**src/rtl/usb_irq_pkg.sv**
```systemverilog
package usb_irq_pkg;
  localparam int unsigned BIT_URST  = 0;
  localparam int unsigned BIT_ERR   = 1;
  localparam int unsigned BIT_SOF   = 2;
  localparam int unsigned BIT_TRN   = 3;
  localparam int unsigned BIT_IDLE  = 4;
  localparam int unsigned BIT_RES   = 5;
  localparam int unsigned BIT_STALL = 7;
  localparam int unsigned NFLAG     = 8;
  // bits held in registers (error and bit 6 are not)
  localparam logic [NFLAG-1:0] STICKY_MASK = 8'b1011_1101;

  typedef enum logic [1:0] {
    LN_SE0   = 2'b00,
    LN_DIFF0 = 2'b01,
    LN_DIFF1 = 2'b10,
    LN_SE1   = 2'b11
  } line_e;

  typedef enum int unsigned {
    DET_RES  = 0,
    DET_IDLE = 1,
    DET_URST = 2
  } det_e;
endpackage

```
**src/rtl/usb_line_timer.sv**
```systemverilog
module usb_line_timer #(
  parameter int unsigned THRESH = 120
) (
  input  logic clk_i,
  input  logic rst_ni,
  input  logic match_i,
  output logic hit_o
);
  localparam int unsigned CW = $clog2(THRESH + 1);
  localparam logic [CW-1:0] LAST = CW'(THRESH - 1);
  localparam logic [CW-1:0] SAT  = CW'(THRESH);

  logic [CW-1:0] cnt_q;

  // one pulse per unbroken run
  assign hit_o = match_i && (cnt_q == LAST);

  always_ff @(posedge clk_i or negedge rst_ni) begin
    if (!rst_ni)          cnt_q <= '0;
    else if (!match_i)    cnt_q <= '0;
    else if (cnt_q != SAT) cnt_q <= cnt_q + 1'b1;
  end
endmodule

```
**src/rtl/usb_line_detect.sv**
```systemverilog
module usb_line_detect #(
  parameter int unsigned RESUME_CYC = 120,
  parameter int unsigned IDLE_CYC   = 144000,
  parameter int unsigned URST_CYC   = 120
) (
  input  logic       clk_i,
  input  logic       rst_ni,
  input  logic [1:0] line_i,
  input  logic       low_speed_i,
  output logic [2:0] hit_o
);
  import usb_irq_pkg::*;

  localparam int unsigned TH [3] = '{RESUME_CYC, IDLE_CYC, URST_CYC};

  logic is_j, is_k, is_se0;
  logic [2:0] match;

  always_comb begin
    is_se0 = (line_i == LN_SE0);
    if (low_speed_i) begin
      is_j = (line_i == LN_DIFF0);
      is_k = (line_i == LN_DIFF1);
    end else begin
      is_j = (line_i == LN_DIFF1);
      is_k = (line_i == LN_DIFF0);
    end
    match[DET_RES]  = is_k;
    match[DET_IDLE] = is_j;
    match[DET_URST] = is_se0;
  end

  for (genvar g = 0; g < 3; g++) begin : g_tmr
    usb_line_timer #(.THRESH(TH[g])) u_tmr (
      .clk_i  (clk_i),
      .rst_ni (rst_ni),
      .match_i(match[g]),
      .hit_o  (hit_o[g])
    );
  end
endmodule

```
**src/rtl/usb_w1c_bank.sv**
```systemverilog
module usb_w1c_bank #(
  parameter int unsigned N = 8,
  parameter logic [N-1:0] IMPL = '1
) (
  input  logic         clk_i,
  input  logic         rst_ni,
  input  logic [N-1:0] set_i,
  input  logic [N-1:0] clr_i,
  output logic [N-1:0] q_o
);
  for (genvar b = 0; b < N; b++) begin : g_bit
    if (IMPL[b]) begin : g_reg
      logic q;
      always_ff @(posedge clk_i or negedge rst_ni) begin
        if (!rst_ni)        q <= 1'b0;
        else if (set_i[b])  q <= 1'b1;   // set beats clear
        else if (clr_i[b])  q <= 1'b0;
      end
      assign q_o[b] = q;
    end else begin : g_none
      assign q_o[b] = 1'b0;
    end
  end
endmodule

```
**src/rtl/usb_dev_irq_status.sv**
```systemverilog
module usb_dev_irq_status #(
  parameter int unsigned CLK_KHZ    = 48000,
  parameter int unsigned RESUME_CYC = CLK_KHZ * 25 / 10000,
  parameter int unsigned IDLE_CYC   = CLK_KHZ * 3,
  parameter int unsigned URST_CYC   = CLK_KHZ * 25 / 10000
) (
  input  logic        clk_i,
  input  logic        rst_ni,
  input  logic [1:0]  line_i,
  input  logic        low_speed_i,
  input  logic        trn_done_i,
  input  logic        sof_i,
  input  logic        stall_i,
  input  logic        stat_nonempty_i,
  input  logic [7:0]  err_src_i,
  input  logic [7:0]  err_en_i,
  input  logic        wr_i,
  input  logic [15:0] wdata_i,
  input  logic [7:0]  irq_en_i,
  output logic [15:0] status_o,
  output logic        irq_o,
  output logic        stat_pop_o
);
  import usb_irq_pkg::*;

  logic [2:0]       hit;
  logic [NFLAG-1:0] set, clr, flags;
  logic [NFLAG-1:0] view;
  logic             pop_q;

  usb_line_detect #(
    .RESUME_CYC(RESUME_CYC),
    .IDLE_CYC  (IDLE_CYC),
    .URST_CYC  (URST_CYC)
  ) u_det (
    .clk_i      (clk_i),
    .rst_ni     (rst_ni),
    .line_i     (line_i),
    .low_speed_i(low_speed_i),
    .hit_o      (hit)
  );

  always_comb begin
    set            = '0;
    set[BIT_URST]  = hit[DET_URST];
    set[BIT_IDLE]  = hit[DET_IDLE];
    set[BIT_RES]   = hit[DET_RES];
    set[BIT_SOF]   = sof_i;
    set[BIT_STALL] = stall_i;
    set[BIT_TRN]   = trn_done_i | (pop_q & stat_nonempty_i);
    clr            = wr_i ? wdata_i[NFLAG-1:0] : '0;
  end

  usb_w1c_bank #(.N(NFLAG), .IMPL(STICKY_MASK)) u_bank (
    .clk_i (clk_i),
    .rst_ni(rst_ni),
    .set_i (set),
    .clr_i (clr),
    .q_o   (flags)
  );

  always_ff @(posedge clk_i or negedge rst_ni) begin
    if (!rst_ni) pop_q <= 1'b0;
    else         pop_q <= clr[BIT_TRN] & flags[BIT_TRN];
  end

  always_comb begin
    view          = flags;
    view[BIT_ERR] = |(err_src_i & err_en_i);
  end

  assign status_o   = {8'h00, view};
  assign irq_o      = |(view & irq_en_i);
  assign stat_pop_o = pop_q;
endmodule

```
**config.mk**
```make
export PLATFORM = sky130hd
export DESIGN_NAME = usb_dev_irq_status
export DESIGN_NICKNAME = d
export VERILOG_FILES = /design/src/rtl/usb_irq_pkg.sv /design/src/rtl/usb_line_timer.sv /design/src/rtl/usb_line_detect.sv /design/src/rtl/usb_w1c_bank.sv /design/src/rtl/usb_dev_irq_status.sv
export SDC_FILE = /design/constraint.sdc
export NUM_CORES = 1
export LEC_CHECK = 0
export CAP_MARGIN = 40
export CORE_MARGIN = 2
export CORE_UTILIZATION = 25
export CTS_BUF_LIST = sky130_fd_sc_hd__clkbuf_2
export CTS_CLUSTER_SIZE = 28
export DETAILED_ROUTE_END_ITERATION = 8
export DONT_BUFFER_PORTS = 1
export GPL_TIMING_DRIVEN = 1
export SYNTH_ARGS = -nofsm -noshare
export SYNTH_HDL_FRONTEND = slang
export SYNTH_HIERARCHICAL = 1
export SYNTH_SLANG_ARGS = --single-unit
```
**constraint.sdc**
```tcl
create_clock -name clk_i -period 2.3 [get_ports clk_i]
set_input_delay 0.115 -clock clk_i [delete_from_list [all_inputs] [get_ports clk_i]]
set_output_delay 0.115 -clock clk_i [all_outputs]
set_load 0.005 [all_outputs]
```
==> out/qor.txt, run 1 <==
outcome: completed
setup violators final: 0
top achievable clock speed: 485 MHz
TritonCTS clock tree: built
Power Internal: 0.000930 W
vias in the first global route: 1767
die width: 99.8 um
Rows: 34
critical path fanouts, max: 8
time the worst path needs with I/O delays and setup: 2.06 ns
GP Congestion: 0.851
largest clock skew in the final design: 0.0234 ns
die height: 99.8 um
WL final: 4.69 mm
number of clock sinks: 39
final number of hold-violating endpoints: 0
floorplan die area: 9970 um^2
class of the worst hold path: in -> reg
remaining routing DRC violations: 0
total power: 0.00123 W
kind of critical path: in -> reg
maximum number of pins on one net before global-route repair: 40
Area after DPL: 2340 um^2
estimated wirelength of the detail-placed design: 3.21 mm
core area: 8810 um^2
Reg-to-Reg Start: u_det/g_tmr[1].u_tmr/cnt_q[2]
endpoint arrival time on the critical path: 2.42 ns
cell leakage power: 1.12 nW
power share of the combinational group: 9.0%
initial cell density of the core: 26.1%
sum of negative setup slack: 0 ns
switching power as a share of total power: 24.3%
clock latency reported for the late side of the worst-skew pair: 0.41 ns
CP Launch Point: line_i[0]
fraction of final layout cells sized beyond drive strength 1: 5.41%
number of warnings printed during yosys synthesis: 6
Worst setup SP type: input pin
Clock Path Buffers: 2
net load switching power: 0.000299 W
Max Slew Vio Count: 0
Starting DRT DRC Count: 76
power density normalized to cell area: 473 nW/um^2
reg-to-reg endpoint: u_det/g_tmr[1].u_tmr/cnt_q[17]
Max-cap violations: 0
nets@finish: 314
post-layout instance area: 2600 um^2
total clock buffers created by CTS: 5
worst setup timing slack at the placement stage: 0.320 ns
Area Growth Syn to Fin: 13.3%
end point of the critical path: u_det/g_tmr[2].u_tmr/cnt_q[2]
via count: 1740
residual overflow from global routing: 0
worst-case vdd ir drop: 0.193 mV
global-route usage over all layers: 9.81%
flop2flop setup slack: 0.31 ns
master cell of the clock root buffer: sky130_fd_sc_hd__clkbuf_2
proportion of power drawn by the clock network: 33.2%
number of cells on the worst hold path: 3
post-DR wirelength/cell: 12.8 um
RSZ-0062 raised after global routing: no
worst-case setup margin in the final layout: 0.236 ns
post-route clock period utilization: 89.7%
detail-routed via count per cell: 4.74
mean instance size in the synthesized netlist: 9.45 um^2
Critical Path RT: 2.66 ns
clk slew on worst S/H paths: 0.21 ns
antenna viol nets, final: 0
Detailed Routing Iterations Pass 1: 4
number of instances in the synthesized netlist: 243
IO buf count: 0
share of total power in sequential cells: 57.8%
first-pass GRT wire length: 7.75 mm
number of top-level pins: 68
Worst Setup End Kind: flip-flop
Antenna diodes: 0
length in cells of the worst reg-to-reg path: 4
total standard cell area after synthesis: 2300 um^2
H-tree depth: 2
antenna violations before repair: 0
==> sequential cells by signal, summed over array words and instances, names as in the netlist <==
register                 cells
stat_pop_o                   1
u_det/g_tmr.u_tmr/cnt_q     32
u_bank/g_bit.g_reg.q         6
==> placed cells by master (no fill, tap or decap), drive strengths merged, types with 5 or more instances in the layout <==
cell	instances
a21o	8
a22oi	6
and2	20
clkbuf	5
conb	9
dfrtp	39
dlygate4sd3	18
ha	6
inv	14
mux2i	8
nand2	23
nand3	12
nand4	10
nor2	9
nor3	7
o21ai	7
xnor2	9
xor2	6
==> power groups by stage <==
stage | clock network [W] | registers [W] | logic, W
2_1_floorplan | 0 | 0.000718 | 0.0000718
3_3_place_gp | 0 | 0.000722 | 0.0000658
3_5_place_dp | 0 | 0.000723 | 0.0000670
4_1_cts | 0.000436 | 0.000710 | 0.000112
5_1_grt | 0.000461 | 0.000713 | 0.000126
6_report | 0.000408 | 0.000711 | 0.000110
==> how the worst min path moves through the flow <==
stage	end	slack [ns]	start
global route	u_det/g_tmr[0].u_tmr/cnt_q[3]	0.03	line_i[0]
CTS	u_det/g_tmr[0].u_tmr/cnt_q[3]	0.04	line_i[0]
floorplan	stat_pop_o	-0.18	rst_ni
global placement	u_det/g_tmr[1].u_tmr/cnt_q[11]	-0.18	rst_ni
detailed placement	u_det/g_tmr[1].u_tmr/cnt_q[16]	-0.18	rst_ni
finish	u_det/g_tmr[0].u_tmr/cnt_q[3]	0.07	line_i[0]
==> worst max-delay path, stage by stage <==
cell and delay, ns:
sky130_fd_sc_hd__dlygate4sd3_1 0.55, sky130_fd_sc_hd__nor2_1 0.25, sky130_fd_sc_hd__dlygate4sd3_1 0.75, sky130_fd_sc_hd__nand2_1 0.08
sky130_fd_sc_hd__o22ai_1 0.12, sky130_fd_sc_hd__dlygate4sd3_1 0.56
==> metal layers <==
metal	wire length [um]	track usage, %	vias up
met2	2270	17.5	71
li1	-	-	847
met1	2070	11.0	814
met5	0	0	-
met3	288	2.86	8
met4	70	4.00	0
==> cell type report <==
type	count	area [um^2]
sequential	39	976
inverter	14	52.6
clock buffer	5	25.0
timing repair buffer	21	215
multi-input combinational	177	1160
fill	906	6200
tap	108	135
clock inverter	3	38.8
==> repair_timing <==
action / in CTS / in global routing
setup buffers: 0 / 0
gates resized for setup: 0 / 0
hold endpoints to repair: 55 / 0
hold buffers: 19 / 0
==> through the flow <==
stage	utilization [%]	hold WS, ns	instances
5_1_grt	29.5	0.0292	367
3_5_place_dp	26.5	-0.178	340
6_report	29.5	0.0670	367
2_1_floorplan	-	-0.181	250
3_3_place_gp	26.5	-0.178	340
4_1_cts	29.5	0.0449	367
No activity file was read; power rests on OpenSTA's default activity.
==> run 2, diff against run 1 <==
ABC_AREA = 1   (was default)
==> run 2 against run 1 <==
First-iteration DRC count up 2.6%. Synthesized cell count increased by 46%. Largest cell class unchanged. Power increased by 1.0%. Critical path depth increased by 1. Sequential share of layout area shrank 2.9 points. Sequential power barely moved. Non-clock buffer count down 5. Clock skew shrank 0.012 ns. Via count increased by 24%. Cell count increased by 37%. Combinational power is 10% higher.
==> out/qor.txt, run 2 <==
top achievable clock speed: 562 MHz
Filler Cells Inserted: 1052
total clock buffers created by CTS: 5
final number of hold-violating endpoints: 0
floorplan die area: 10900 um^2
residual overflow from global routing: 0
remaining routing DRC violations: 0
number of cells on the worst hold path: 4
Worst setup SP type: input pin
reg-to-reg endpoint: u_bank/g_bit[4].g_reg.q
cell leakage power: 1.29 nW
first-pass GRT wire length: 9.06 mm
detail-routed via count per cell: 4.28
class of the worst hold path: in -> reg
die width: 104 um
largest clock skew in the final design: 0.0119 ns
most frequent standard cell in the layout excluding fill and tap cells: sky130_fd_sc_hd__nand2_1
Clock Path Buffers: 2
sum of negative setup slack: 0 ns
number of instances in the synthesized netlist: 355
M1 GR Usage: 12.4%
number of gates given a new drive strength after cts: 0
Hold Buf Count CTS: 16
maximum number of pins on one net before global-route repair: 40
setup violators final: 0
number of clock sinks: 39
RSZ-0062 raised after global routing: no
most used routing layer: met2
global-route usage over all layers: 10.2%
Worst Setup End Kind: flip-flop
clock latency reported for the late side of the worst-skew pair: 0.39 ns
kind of critical path: in -> reg
post-DR wirelength/cell: 10.5 um
core area: 9770 um^2
WL final: 5.31 mm
worst-case setup margin in the final layout: 0.520 ns
GR Layer Usage met2: 17.5%
top library cells by usage in the layout, fill and taps aside: sky130_fd_sc_hd__nand2_1, sky130_fd_sc_hd__nor2_1, sky130_fd_sc_hd__inv_1, sky130_fd_sc_hd__dfrtp_1, sky130_fd_sc_hd__nand3_1
Detailed Routing Iterations Pass 1: 4
grt met3 use: 2.38%
master cell of the clock root buffer: sky130_fd_sc_hd__clkbuf_2
Reg-to-Reg Start: u_det/g_tmr[1].u_tmr/cnt_q[1]
antenna violations before repair: 1
TritonCTS clock tree: built
worst setup timing slack at the placement stage: 0.852 ns
die height: 104 um
antenna viol nets, final: 0
Critical Path RT: 2.65 ns
mean instance size in the synthesized netlist: 7.07 um^2
number of warnings printed during yosys synthesis: 6
time the worst path needs with I/O delays and setup: 1.78 ns
post-route clock period utilization: 77.4%
clk slew on worst S/H paths: 0.20 ns
post-CTS setup buffer count: 0
length in cells of the worst reg-to-reg path: 7
end point of the critical path: u_bank/g_bit[0].g_reg.q
GP Congestion: 0.861
Max-cap violations: 0
hold_sp: line_i[0]
number of top-level pins: 68
worst-case vdd ir drop: 0.188 mV
via count: 2152
Starting DRT DRC Count: 78
estimated wirelength of the detail-placed design: 3.92 mm
vias in the first global route: 2073
flop2flop setup slack: 0.84 ns
initial cell density of the core: 25.7%
critical path fanouts, max: 6
outcome: completed
Rows: 36
largest register by flop count: u_det/g_tmr.u_tmr/cnt_q
nets@finish: 424
Area Growth Syn to Fin: 12.3%
power density normalized to cell area: 441 nW/um^2
fraction of final layout cells sized beyond drive strength 1: 8.94%
H-tree depth: 2
Max Slew Vio Count: 0
total standard cell area after synthesis: 2510 um^2
flip-flop count of the largest register after layout: 32
IO buf count: 0
CP Launch Point: line_i[0]
endpoint arrival time on the critical path: 2.13 ns
[run 2: layer usage]
metal	share of wire (%)	vias to the layer above
li1	-	1098
met1	46	960
met2	47	87
met3	5.3	7
met4	1.7	0
met5	0	-
[run 2: power breakdown]
part / internal (W) / switching [W] / total, W
Clock: 0.000179 / 0.000233 / 0.000412
Combinational: 0.0000481 / 0.0000726 / 0.000121
Sequential: 0.000697 / 0.0000120 / 0.000709
Total: 0.000924 / 0.000318 / 0.00124
[run 2: layout make-up]
| class | instances | area, um^2 | share of cell area, % |
|---|---|---|---|
| Multi-Input combinational cell | 252 | 1240 | 43.9 |
| Sequential cell | 39 | 976 | 34.6 |
| Inverter | 54 | 203 | 7.19 |
| Timing Repair Buffer | 16 | 170 | 6.04 |
| Tap cell | 133 | 166 | 5.91 |
| Clock inverter | 3 | 38.8 | 1.38 |
| Clock buffer | 5 | 25.0 | 0.888 |
| Antenna cell | 1 | 2.50 | 0.0888 |
[run 2: worst min-delay path by stage]
stage                                          to  slack (ns)
floorplan                              stat_pop_o       -0.18
global placement    u_det/g_tmr[2].u_tmr/cnt_q[1]       -0.18
detailed placement  u_det/g_tmr[2].u_tmr/cnt_q[1]       -0.18
CTS                 u_det/g_tmr[0].u_tmr/cnt_q[5]        0.09
global route        u_det/g_tmr[0].u_tmr/cnt_q[2]        0.11
finish              u_det/g_tmr[0].u_tmr/cnt_q[5]        0.12
[run 2: critical path, stage by stage]
cell and delay (ns):
sky130_fd_sc_hd__dlygate4sd3_1 0.53, sky130_fd_sc_hd__nor2_1 0.20, sky130_fd_sc_hd__dlygate4sd3_1 0.73, sky130_fd_sc_hd__inv_2 0.09
sky130_fd_sc_hd__nor4_1 0.31, sky130_fd_sc_hd__inv_1 0.09, sky130_fd_sc_hd__nand2_1 0.07
[run 2: stage by stage]
step                      std cells  instance area (um^2)  hold WS (ns)  util, %  total power (W)
after floorplan                 362                  2540        -0.181        -         0.000802
after global placement          478                  2580        -0.180     26.4         0.000798
after detailed placement        478                  2580        -0.180     26.4         0.000802
after CTS                       502                  2820        0.0906     28.8          0.00126
after global routing            503                  2820         0.114     28.8          0.00131
final                           503                  2820         0.117     28.8          0.00124
==> run 3, diff against run 2 <==
ABC_AREA = 0   (was 1)
clock period = 1.8 ns   (was 2.3 ns; I/O delays follow)
==> run 3 against run 2 <==
Die area fell by 8.2%. First-iteration DRC count rose by 15%. Flip-flop and latch count did not move. Setup slack got worse by 0.47 ns. Clock power rose by 28%. Clock-buffer cell count did not move. Utilization rose by 2.1 points. Register-to-register slack got worse by 0.72 ns. Hold slack got worse by 0.040 ns. Critical path type is now reg -> out. Critical endpoint is now irq_o.
==> out/qor.txt, run 3 (synthesis results as in run 1) <==
most frequent standard cell in the layout excluding fill and tap cells: sky130_fd_sc_hd__dfrtp_1
Starting DRT DRC Count: 90
number of placed instances with taps included: 355
critical path fanouts, max: 4
H-tree depth: 2
time the worst path needs with I/O delays and setup: 1.75 ns
remaining routing DRC violations: 0
crit-path cells: a222oi_1 > nand3_1 > a21o_1
Worst setup SP type: flip-flop
antenna viol nets, final: 0
switching power as a share of total power: 24.7%
clock latency reported for the late side of the worst-skew pair: 0.40 ns
power density normalized to cell area: 582 nW/um^2
detail-routed via count per cell: 4.69
Worst Setup End Kind: primary output
final number of hold-violating endpoints: 0
total clock buffers created by CTS: 5
net load switching power: 0.000393 W
IO buf count: 0
number of top-level pins: 68
remaining max-slew budget at the tightest pin: 64.2%
worst setup timing slack at the placement stage: 0.104 ns
estimated wirelength of the detail-placed design: 3.47 mm
core area: 8810 um^2
Rows: 34
Critical Path RT: 1.71 ns
largest incremental delay on the critical path: 0.48 ns
worst-case setup margin in the final layout: 0.0462 ns
master cell of the clock root buffer: sky130_fd_sc_hd__clkbuf_2
class of the worst hold path: in -> reg
Power Internal: 0.00120 W
worst-case vdd ir drop: 0.254 mV
top library cells by usage in the layout, fill and taps aside: sky130_fd_sc_hd__dfrtp_1, sky130_fd_sc_hd__nand2_1, sky130_fd_sc_hd__and2_1, sky130_fd_sc_hd__buf_4, sky130_fd_sc_hd__dlygate4sd3_1
number of gates given a new drive strength after cts: 0
maximum number of pins on one net before global-route repair: 40
GP Congestion: 0.825
highest layer used for signal routing: met4
Antenna diodes: 0
Met1 Routed Length: 2.33 mm
endpoint arrival time on the critical path: 1.66 ns
proportion of power drawn by the clock network: 33.1%
Max-cap violations: 0
Area Growth Syn to Fin: 18.7%
largest register by flop count: u_det/g_tmr.u_tmr/cnt_q
vias in the first global route: 1803
Clock Path Buffers: 2
number of clock sinks: 39
total met3 wirelength after detailed routing: 271 um
fraction of final layout cells sized beyond drive strength 1: 11.6%
post-route clock period utilization: 97.4%
residual overflow from global routing: 0
first-pass GRT wire length: 8.26 mm
kind of critical path: reg -> out
floorplan die area: 9970 um^2
initial cell density of the core: 26.1%
top achievable clock speed: 570 MHz
share of total power in sequential cells: 56.9%
Max Slew Vio Count: 0
total power: 0.00159 W
slowest cell on the critical path: sky130_fd_sc_hd__dfrtp_1
TritonCTS clock tree: built
nets@finish: 331
final cell utilization of the core: 31.0%
total met2 wirelength after detailed routing: 2.46 mm
Detailed Routing Iterations Pass 1: 4
flip-flop count of the largest register after layout: 32
global-route usage over all layers: 10.6%
RSZ-0062 raised after global routing: yes
final std cells w/o fill: 384
setup violators final: 0
outcome: completed
final hold slack: 0.0772 ns
largest clock skew in the final design: 0.0177 ns
die height: 99.8 um
cell leakage power: 1.20 nW
clk slew on worst S/H paths: 0.21 ns
WL final: 5.12 mm
die width: 99.8 um
power share of the combinational group: 9.9%
antenna violations before repair: 0
Worst-Margin Slew: 0.522 ns
via count: 1802
post-DR wirelength/cell: 13.3 um
==> run 3: cell count changes in the layout (fill, tap and decap cells not counted), moves of 6 or more <==
| cell | before | now |
|---|---|---|
| sky130_fd_sc_hd__buf_4 | 0 | 20 |
| sky130_fd_sc_hd__a22oi_1 | 0 | 6 |
| sky130_fd_sc_hd__nand2_1 | 97 | 23 |
| sky130_fd_sc_hd__a21oi_1 | 7 | 0 |
| sky130_fd_sc_hd__nand3_1 | 27 | 12 |
| sky130_fd_sc_hd__a21o_1 | 1 | 8 |
| sky130_fd_sc_hd__and2_1 | 1 | 20 |
| sky130_fd_sc_hd__nor2_1 | 50 | 9 |
| sky130_fd_sc_hd__xnor2_1 | 2 | 9 |
| sky130_fd_sc_hd__mux2i_1 | 0 | 8 |
| sky130_fd_sc_hd__inv_1 | 49 | 14 |
==> run 3: per-stage QoR <==
| step | area [um^2] | TNS [ns] |
|---|---|---|
| 2_1_floorplan | 2320 | 0 |
| 3_3_place_gp | 2450 | 0 |
| 3_5_place_dp | 2450 | 0 |
| 4_1_cts | 2700 | 0 |
| 5_1_grt | 2730 | -0.0453 |
| 6_report | 2730 | 0 |
==> run 3: layout make-up <==
| class | count | area, um^2 |
|---|---|---|
| inverters | 14 | 52.6 |
| well taps | 108 | 135 |
| clock buffers | 5 | 25.0 |
| fillers | 896 | 6080 |
| clock inverters | 3 | 38.8 |
| multi-input cells | 177 | 1160 |
| repair buffers | 38 | 340 |
| flip-flops and latches | 39 | 976 |
==> run 3: final timing paths <==
| check | from | endpoint | slack [ns] | cells past startpoint |
|---|---|---|---|---|
| setup / recovery | u_bank/g_bit[3].g_reg.q | irq_o | 0.05 | 3 |
| hold / removal | line_i[0] | u_det/g_tmr[0].u_tmr/cnt_q[6] | 0.08 | 4 |
| setup reg to reg | u_det/g_tmr[1].u_tmr/cnt_q[6] | u_det/g_tmr[1].u_tmr/cnt_q[17] | 0.12 | 4 |
| hold reg to reg | u_det/g_tmr[1].u_tmr/cnt_q[17] | u_det/g_tmr[1].u_tmr/cnt_q[17] | 0.58 | 2 |
| max in group asynchronous | rst_ni | u_det/g_tmr[2].u_tmr/cnt_q[1] | 1.49 | 2 |
| min in group asynchronous | rst_ni | u_det/g_tmr[1].u_tmr/cnt_q[2] | 0.10 | 2 |
==> run 3: power by group through the flow <==
stage	Combinational, W	Sequential (W)	Clock, W
after CTS	0.000158	0.000903	0.000558
after floorplan	0.0000918	0.000917	0
final	0.000158	0.000904	0.000526
after global routing	0.000178	0.000907	0.000594
after global placement	0.0000978	0.000919	0
after detailed placement	0.000101	0.000919	0
==> run 3: layer usage <==
| metal | up-vias | track usage, % |
|---|---|---|
| li1 | 884 | - |
| met1 | 849 | 12.5 |
| met2 | 63 | 18.5 |
| met3 | 6 | 2.58 |
| met4 | 0 | 4.00 |
| met5 | - | 0 |
==> run 3: worst max-delay path, delay by kind of cell, from the launching register on <==
kind | cells | cell delay, ns
flip-flops | 1 | 0.48
AND/OR/NAND/NOR | 1 | 0.13
AO/OA/AOI/OAI | 2 | 0.66
==> run 3: timing repair <==
| item | 4_1_cts | 5_1_grt |
|---|---|---|
| setup endpoints to repair | 0 | 2 |
| endpoints found under the hold margin | 50 | 0 |
| hold buffers | 18 | 0 |
| buffers inserted | 0 | 3 |
